**config.mk**
```make
export PLATFORM = sky130hd
export DESIGN_NAME = pwm_dual_reload
export DESIGN_NICKNAME = d
export VERILOG_FILES = /design/src/rtl/pwm_pkg.sv /design/src/rtl/pwm_phase_ctr.sv /design/src/rtl/pwm_gate.sv /design/src/rtl/pwm_dual_reload.sv
export SDC_FILE = /design/constraint.sdc
export NUM_CORES = 1
export LEC_CHECK = 0
export BUFFER_PORTS_ARGS = -buffer_cell sky130_fd_sc_hd__buf_2
export CAP_MARGIN = 5
export CORE_MARGIN = 2
export CORE_UTILIZATION = 50
export DETAILED_ROUTE_END_ITERATION = 12
export GPL_ROUTABILITY_DRIVEN = 0
export PLACE_DENSITY = 0.79
export RECOVER_POWER = 50
export SLEW_MARGIN = 20
export SYNTH_ARGS = -nofsm -noshare
export SYNTH_HDL_FRONTEND = slang
export SYNTH_SLANG_ARGS = --single-unit
```
**constraint.sdc**
```tcl
create_clock -name clk -period 5 [get_ports clk]
set_input_delay 0.25 -clock clk [delete_from_list [all_inputs] [get_ports clk]]
set_output_delay 0.25 -clock clk [all_outputs]
set_load 0.005 [all_outputs]
```
**src/rtl/pwm_pkg.sv**
```systemverilog
package pwm_pkg;

    typedef enum logic {
        PH_LOW  = 1'b0,
        PH_HIGH = 1'b1
    } phase_e;

    typedef struct packed {
        logic pwm_en;
        logic half_ext;
        logic run_en;
    } pwm_cfg_t;

    // Count of half-period events minus one for a phase of reload value v.
    // A high phase in stretch mode gets one extra half period and a floor of 1.
    function automatic int unsigned half_count(input int unsigned v,
                                               input logic ext,
                                               input logic high_ph);
        int unsigned n;
        n = v;
        if (high_ph && ext && n == 0)
            n = 1;
        return 2 * n + 1 + ((high_ph && ext) ? 1 : 0);
    endfunction

endpackage

```
**src/rtl/pwm_phase_ctr.sv**
```systemverilog
module pwm_phase_ctr
    import pwm_pkg::*;
#(
    parameter int W = 8
) (
    input  logic         clk,
    input  logic         rst,
    input  logic         src_tick,
    input  logic         src_half,
    input  pwm_cfg_t     cfg,
    input  logic [W-1:0] lo_len,
    input  logic [W-1:0] hi_len,
    output phase_e       phase,
    output logic         active
);
    localparam int CW = W + 2;

    logic [CW-1:0] cnt;
    logic          ev;
    logic          uf_evt;
    logic [CW-1:0] lo_load;
    logic [CW-1:0] hi_load;

    assign ev      = src_tick | src_half;
    assign uf_evt  = active && ev && (cnt == '0);
    assign lo_load = CW'(half_count(int'(lo_len), 1'b0, 1'b0));
    assign hi_load = CW'(half_count(int'(hi_len), cfg.half_ext, 1'b1));

    always_ff @(posedge clk) begin
        if (rst) begin
            cnt    <= '0;
            phase  <= PH_LOW;
            active <= 1'b0;
        end else if (!active) begin
            if (cfg.run_en) begin
                active <= 1'b1;
                phase  <= PH_LOW;
                cnt    <= lo_load;
            end
        end else if (uf_evt) begin
            if (!cfg.run_en) begin
                active <= 1'b0;
                phase  <= PH_LOW;
                cnt    <= '0;
            end else if (cfg.pwm_en && phase == PH_LOW) begin
                phase <= PH_HIGH;
                cnt   <= hi_load;
            end else begin
                phase <= PH_LOW;
                cnt   <= lo_load;
            end
        end else if (ev) begin
            cnt <= cnt - 1'b1;
        end
    end

    a_r2_low_to_high: assert property (@(posedge clk) disable iff (rst)
        (active && cfg.pwm_en && cfg.run_en && uf_evt && phase == PH_LOW)
        |=> (phase == PH_HIGH));

    a_r5_clamped_high_load: assert property (@(posedge clk) disable iff (rst)
        (active && cfg.pwm_en && cfg.run_en && uf_evt && phase == PH_LOW)
        |=> (32'(cnt) == 2 * ((($past(hi_len) == 0) && $past(cfg.half_ext))
                                 ? 32'd1 : 32'($past(hi_len)))
                       + 1 + ($past(cfg.half_ext) ? 32'd1 : 32'd0)));

    a_r2_hold_between_events: assert property (@(posedge clk) disable iff (rst)
        (active && !ev) |=> $stable(cnt));

    a_r8_keep_running: assert property (@(posedge clk) disable iff (rst)
        (active && !uf_evt) |=> active);

    a_r8_stop_at_underflow: assert property (@(posedge clk) disable iff (rst)
        (active && uf_evt && !cfg.run_en) |=> (!active && phase == PH_LOW));

endmodule

```
**src/rtl/pwm_gate.sv**
```systemverilog
module pwm_gate (
    input  logic clk,
    input  logic rst,
    input  logic gate_en,
    input  logic peer_uf,
    input  logic peer_run,
    output logic gate_ok
);
    logic armed;

    assign armed = gate_en && peer_run;

    always_ff @(posedge clk) begin
        if (rst)
            gate_ok <= 1'b1;
        else if (!armed)
            gate_ok <= 1'b1;
        else if (peer_uf)
            gate_ok <= ~gate_ok;
    end

    a_r6_toggle_on_peer: assert property (@(posedge clk) disable iff (rst)
        (armed && peer_uf) |=> (gate_ok != $past(gate_ok)));

    a_r6_hold_without_peer: assert property (@(posedge clk) disable iff (rst)
        (armed && !peer_uf) |=> $stable(gate_ok));

    a_r7_cancel_gate: assert property (@(posedge clk) disable iff (rst)
        (!peer_run || !gate_en) |=> gate_ok);

endmodule

```
**src/rtl/pwm_dual_reload.sv**
```systemverilog
module pwm_dual_reload
    import pwm_pkg::*;
#(
    parameter int W = 8
) (
    input  logic         clk,
    input  logic         rst,
    input  logic         src_tick,
    input  logic         src_half,
    input  logic [W-1:0] lo_len,
    input  logic [W-1:0] hi_len,
    input  logic         pwm_en,
    input  logic         half_ext,
    input  logic         run_en,
    input  logic         gate_en,
    input  logic         peer_uf,
    input  logic         peer_run,
    output logic         pwm_out
);
    pwm_cfg_t cfg;
    phase_e   phase;
    logic     active;
    logic     gate_ok;

    assign cfg = '{pwm_en: pwm_en, half_ext: half_ext, run_en: run_en};

    pwm_phase_ctr #(.W(W)) u_ctr (
        .clk      (clk),
        .rst      (rst),
        .src_tick (src_tick),
        .src_half (src_half),
        .cfg      (cfg),
        .lo_len   (lo_len),
        .hi_len   (hi_len),
        .phase    (phase),
        .active   (active)
    );

    pwm_gate u_gate (
        .clk      (clk),
        .rst      (rst),
        .gate_en  (gate_en),
        .peer_uf  (peer_uf),
        .peer_run (peer_run),
        .gate_ok  (gate_ok)
    );

    assign pwm_out = active && cfg.pwm_en && (phase == PH_HIGH) && gate_ok;

    a_r1_quiet_in_reset: assert property (@(posedge clk)
        rst |=> !pwm_out);

    a_r6_gated_low: assert property (@(posedge clk) disable iff (rst)
        !gate_ok |-> !pwm_out);

endmodule

```
Yosys cells after proc, flatten, opt, wreduce, memory -nomap -nowiden:

Index checks and enable logic that the tools add are counted.

* add/subtract/negate cells: 4
* multiply operators: 0
* divide/modulo/power cells: 0
* $lt $le $gt $ge: 0
* equality and inequality tests: 2
* shifts and indexed selects: 0
* mux-type cells: 16
* bitwise gates (word level): 4
* reduce and logical (&&, ||, !) cells: 14

Operator list (count)
* $mux W10: 6
* $add A9 B1 Y10 const B: 2
* $add A10 B10 Y10: 1
* $logic_not A10 Y1: 1
* $sub A10 B1 Y10 const B: 1
* $mux W1: 9
* $logic_and A1 B1 Y1: 8
* $logic_not A8 Y1: 1
* $mux W8: 1
* $reduce_and A2 Y1: 2
* $ne A3 B3 Y1 const B: 1
* $not A1 Y1: 3
* $ne A2 B2 Y1 const B: 1
* $reduce_bool A2 Y1: 1
* $reduce_or A2 Y1: 1
* $or A1 B1 Y1: 1

* register bits: 13
* latch bits: 0
* RAM bits: 0
* memory bits (read-only): 0
* input bits: 26
* output and inout bits: 1
* word-level logic and storage cells: 44
* memories kept: 0

Longest topological paths before layout:

* depth after elaboration: 9
* depth in mapped cells: 9
* depth with buffers taken out: 8

By module:

A second synthesis with hierarchy kept.

* cell total of the unflattened synthesis: 150
* area, all modules: 1143.6 µm²

Modules (own cells, without submodules)
* pwm_phase_ctr: times used 1, cells an instance 146, area an instance 1097.3 µm², seq. area each 240.2 µm²
* pwm_gate: times used 1, cells an instance 3, area an instance 37.5 µm², seq. area each 20.0 µm²
* pwm_dual_reload: times used 1, cells an instance 1, area an instance 8.8 µm², seq. area each 0.0 µm²

Worst setup path after synthesis:

OpenSTA, ideal clock, no wires.

* kind: input port to flip-flop
* start: input hi_len[1]
* end: register u_ctr.cnt[8]
* setup time: 0.112 ns
* arrival: 1.768 ns
* data required time: 4.888 ns
* setup slack: 3.120 ns
* cell stages on the path: 8
* buffers on the path: 1
* cells stage by stage: clkbuf_1 nor4_1 a21o_1 ha_1 nand4_1 xor2_1 a21o_1 a2111oi_1

* cells in the longest elaborated chain, start to end: 9

Ends and longest elaborated chain
* from (decl): RTL line pwm_dual_reload.sv:11 `input logic [W-1:0] hi_len,`
* $logic_not A8 Y1: RTL line pwm_pkg.sv:21 `if (high_ph && ext && n == 0)`
* $logic_and A1 B1 Y1: RTL line pwm_pkg.sv:21
* $mux W8 *: RTL line pwm_pkg.sv:21
* $add A9 B1 Y10 *: RTL line pwm_pkg.sv:23 `return 2 * n + 1 + ((high_ph && ext) ? 1 : 0);`
* $add A10 B10 Y10 *: RTL line pwm_pkg.sv:23
* $mux W10 *: RTL line pwm_phase_ctr.sv:45 `end else if (cfg.pwm_en && phase == PH_LOW) begin`
* $mux W10 *: RTL line pwm_phase_ctr.sv:41 `if (!cfg.run_en) begin`
* $mux W10 *: RTL line pwm_phase_ctr.sv:40 `end else if (uf_evt) begin`
* $mux W10 *: RTL line pwm_phase_ctr.sv:34 `end else if (!active) begin`
* to (signal assigned): RTL line pwm_phase_ctr.sv:38 `cnt <= lo_load;`
* to (signal assigned): RTL line pwm_phase_ctr.sv:47 `cnt <= hi_load;`
* to (signal assigned): RTL line pwm_phase_ctr.sv:50 `cnt <= lo_load;`
* to (decl): RTL line pwm_phase_ctr.sv:18 `logic [CW-1:0] cnt;`

Mark *: on every way between the ends. The rest lies on a longest branch, timed or not.
A chain may end at the register's enable or synchronous reset.

Worst setup path in the final report:

* start: register u_ctr.cnt[0]
* end: register u_ctr.cnt[7]

* cells in the longest elaborated chain, start to end: 4
* elaborated cells on any way between the ends: 8
* those cells by class: add/sub: 1; eq/ne: 1; mux: 3; reduce/logical: 3

Ends and longest elaborated chain (RTL line)
* $sub A10 B1 Y10 / $logic_not A10 Y1 (equally long branches): pwm_phase_ctr.sv:53, pwm_phase_ctr.sv:25
* $mux W10 / $logic_and A1 B1 Y1 (equally long branches): pwm_phase_ctr.sv:52, pwm_phase_ctr.sv:25
* $mux W10 / $ne A3 B3 Y1 (equally long branches)
* $mux W10 / $reduce_and A2 Y1 (equally long branches)

Parallel ways exist; a longest one is shown, timed or not. The select of a mux whose other input is x is not followed.

==> summary.md <==
At the worst endpoint, the arrival time is 2.90 ns. In this design, the stage delay of the slowest critical-path cell is 0.67 ns. After floorplanning, the core was divided into 17 placement rows. The leading cell type in the layout, fill and taps excluded is buf_2. For this design the top-level I/O count stands at 27. Of the cells placed in the final design, the portion with a size suffix greater than 1 is 21.8%. The run gives 2 as the buffer levels on the longest clock path. The run finished with clean final reports. The cell with the biggest individual delay on the critical path was nor3b_1.

The cell family contributing the most delay on the critical path was simple AND/OR/NAND/NOR gates. The netlist uses 50 different library cells. Summing every instance area after synthesis gives 1140 µm². The critical register-to-register path endpoint is u_ctr.cnt[7]$_SDFFE_PP0P_.

The launching element type of the critical path was a flip-flop. The tools report the iteration count of the initial detailed-routing pass as 4. The setup path with the least slack is of type reg2reg. The flip-flop cell with the highest count after synthesis was dfxtp_1. The worst min-delay path class was in2reg. Detailed routing placed a total of 1400 µm of wire on met2. In this run, CTS created clock tree buffers numbering 3. Final hold analysis gives a worst-case slack of 0.184 ns.

The final setup violation count is 0, and the ratio of total power to cell area is 239 nW/µm². Dividing the detail-routed via count by the number of cells gives 6.25. The first routing iteration left 48 violations. The Yosys step of the flow raised 0 warnings.

In this run the vertical extent of the chip is 51.7 µm. After detailed routing, the number of remaining DRC violations is 0. The critical path required time is 5.19 ns, and the number of antenna repair diodes is 0.

In this run the critical register-to-register path is launched from u_ctr.cnt[0]$_SDFFE_PP0P_. The run gives 24.2% as the global-route usage over all layers. After global routing the overflow that remains totals 0. The tools report the area enclosed by the die boundary as 2670 µm². In this run the top signal layer used is met3. The worst voltage drop across the vdd grid was 0.110 mV; the wire length on met1 was 1330 µm.

The number of synthesized flops with an enable pin came out at 0. After legalization and detailed placement, the total HPWL measured 2260 µm. The worst hold path stage count is 2, and the reported max-cap violation count is 0.

The number of max-slew violations in the final report is 0, and the x dimension of the die is 51.7 µm. The share of the Yosys chip area taken by registers is 22.9%. Final net count: 199. The worst path in the final design needs a cycle of 2.71 ns, including I/O delays and setup.

The number of global-route vias before repair was 1,078. The cell repeated most along the worst path is nor3b_1. Synthesis produced a netlist whose cell count is 148. In the final routed layout, each cell accounts on average for 14.9 µm. In this run, post-CTS hold repair placed 0 buffers. Synthesis inferred 13 register bits.

Based on the critical path, the design can be clocked at up to 369 MHz. The number of endpoints with negative hold slack in the final report is 0. The clock slew at the register clock pins of the worst setup and hold paths was 0.08 ns; the area growth from synthesis to final layout was 11.7%. The total wire length after detailed routing is 2960 µm. Across all register-to-register paths, the minimum setup slack is 2.29 ns. In the layout the commonest cells are buf_2 (25), nor2_1 (15), dfxtp_1 (13), nand2_1 (10), a21oi_1 (9). The proportion of synthesized flip-flops having asynchronous set or reset works out to 0%.

The critical path buffer and inverter count works out to 1. The clock arrives with 0.00369 ns of skew. The path with the worst hold slack has its endpoint at u_gate.gate_ok$_SDFFE_PP1P_.

In this run the standard cell core region covers 2170 µm². The endpoint kind of the worst setup timing path was a flip-flop. The number of I/O port buffers is 26. In this run the worst path has a maximum fanout of 7. The first global-routing pass estimated 5000 µm of wire. Share of the clock period used by the worst path after layout: 54.2%. The worst setup path startpoint was u_ctr.cnt[0]$_SDFFE_PP0P_. Source of the worst hold timing path: peer_run. Walking the worst path, the cells encountered are inv_1 -> ha_1 -> nor3b_1 -> nor3b_1 -> nand2_1 -> a211o_1 -> a221oi_2. The transition time of the tightest slew-check pin is 0.731 ns. The worst register-to-register path has a depth of 7.

The effective utilization at floorplan is 52.4%. The number of levels the H-tree was split into was 1. Summed over all nets, wire length on met3 after detailed routing comes to 222 µm. For the remaining antenna violation count, the log shows 0. The via total after detailed routing came out at 1,237.

The tools report the accumulated negative setup slack as 0 ns. The clock reaches the later pin of the worst-skew pair after 0.27 ns. Each instance of the synthesized netlist takes up on average 7.68 µm². The initial antenna violation count is 0. Entering global routing, the biggest net connects 19 pins. Number of nets in the synthesized netlist: 176. Post-CTS repair changed the size of 0 cells. The leakage power total came out at 0.477 nW.

Setup repair after global routing left no endpoint under its margin. CTS placed an instance of clkbuf_4 at the clock tree root. The worst slew margin relative to its limit came out at 51.1%. The clock drives 13 sinks. TritonCTS built the clock tree. Post-CTS timing repair inserted 0 buffers for setup.
==> worst max-delay path by stage <==
| stage | to | cells past startpoint |
|---|---|---|
| 2_1_floorplan | u_ctr.cnt[8]$_SDFFE_PP0P_ | 8 |
| 4_1_cts | u_ctr.cnt[8]$_SDFFE_PP0P_ | 7 |
| 3_5_place_dp | u_ctr.cnt[8]$_SDFFE_PP0P_ | 7 |
| 3_3_place_gp | u_ctr.cnt[8]$_SDFFE_PP0P_ | 7 |
| 6_report | u_ctr.cnt[7]$_SDFFE_PP0P_ | 7 |
| 5_1_grt | u_ctr.cnt[7]$_SDFFE_PP0P_ | 7 |
==> synthesized netlist by cell type (all sizes together) (2+ instances only) <==
master	instances	area share, %
xor2	6	4.6
a31oi	3	1.7
ha	2	2.2
nand4b	2	1.5
dfxtp	13	23
or4	2	1.3
a21o	4	2.6
nand3	7	3.1
o211ai	4	2.6
a32oi	2	1.5
nor2	16	5.5
xnor2	3	2.3
nor3	6	2.6
o21ai	10	5.1
a211oi	5	3.3
clkbuf	4	1.3
nor4	4	3.3
inv	3	0.99
nand2	10	3.5
and4	3	2.3
nor3b	4	4.1
nand4	3	1.7
a21oi	9	4.0
buf	5	2.8
==> cells by family (layout without fill, tap and decap cells) <==
kind of cell	after synthesis	after routing	synth area share (%)
mux	2	2	1.87
simple gates	64	64	33.2
flops	13	13	22.9
xor+xnor	9	9	6.94
buf+inv	12	34	5.07
compound gates	46	46	27.9
fa+ha+maj	2	2	2.20
==> per-layer routing <==
metal | up-vias | GRT usage, %
li1 | 619 | -
met1 | 563 | 35.8
met2 | 55 | 37.8
met3 | 0 | 3.45
met4 | 0 | 3.51
met5 | - | 0
==> report_power, final <==
part	internal, W	switching (W)	leakage (nW)
clock network	0.0000309	0.0000355	0.0150
logic	0.0000472	0.0000598	0.355
registers	0.000113	0.0000166	0.107
==> flip-flops by register name, indices dropped and copies added (netlist names) <==
name / count
u_ctr.cnt: 10
u_gate.gate_ok: 1
u_ctr.active: 1
u_ctr.phase: 1
==> layout make-up <==
class / count / area [µm²]
Inverter: 3 / 11.3
Sequential cell: 13 / 260
Tap cell: 28 / 35.0
Fill cell: 229 / 901
Clock buffer: 4 / 26.3
Multi-Input combinational cell: 123 / 800
Timing Repair Buffer: 27 / 136
==> stage by stage <==
step                area [µm²]  power, W  setup slack [ns]  utilization (%)  instances
floorplan                 1140  0.000208              3.12                -        148
global placement          1260  0.000238              3.00             58.2        194
detailed placement        1260  0.000242              2.93             58.2        194
CTS                       1290  0.000308              2.90             59.4        198
global route              1270  0.000326              2.07             58.5        198
finish                    1270  0.000303              2.29             58.5        198
(Power assumes the default switching activity.)
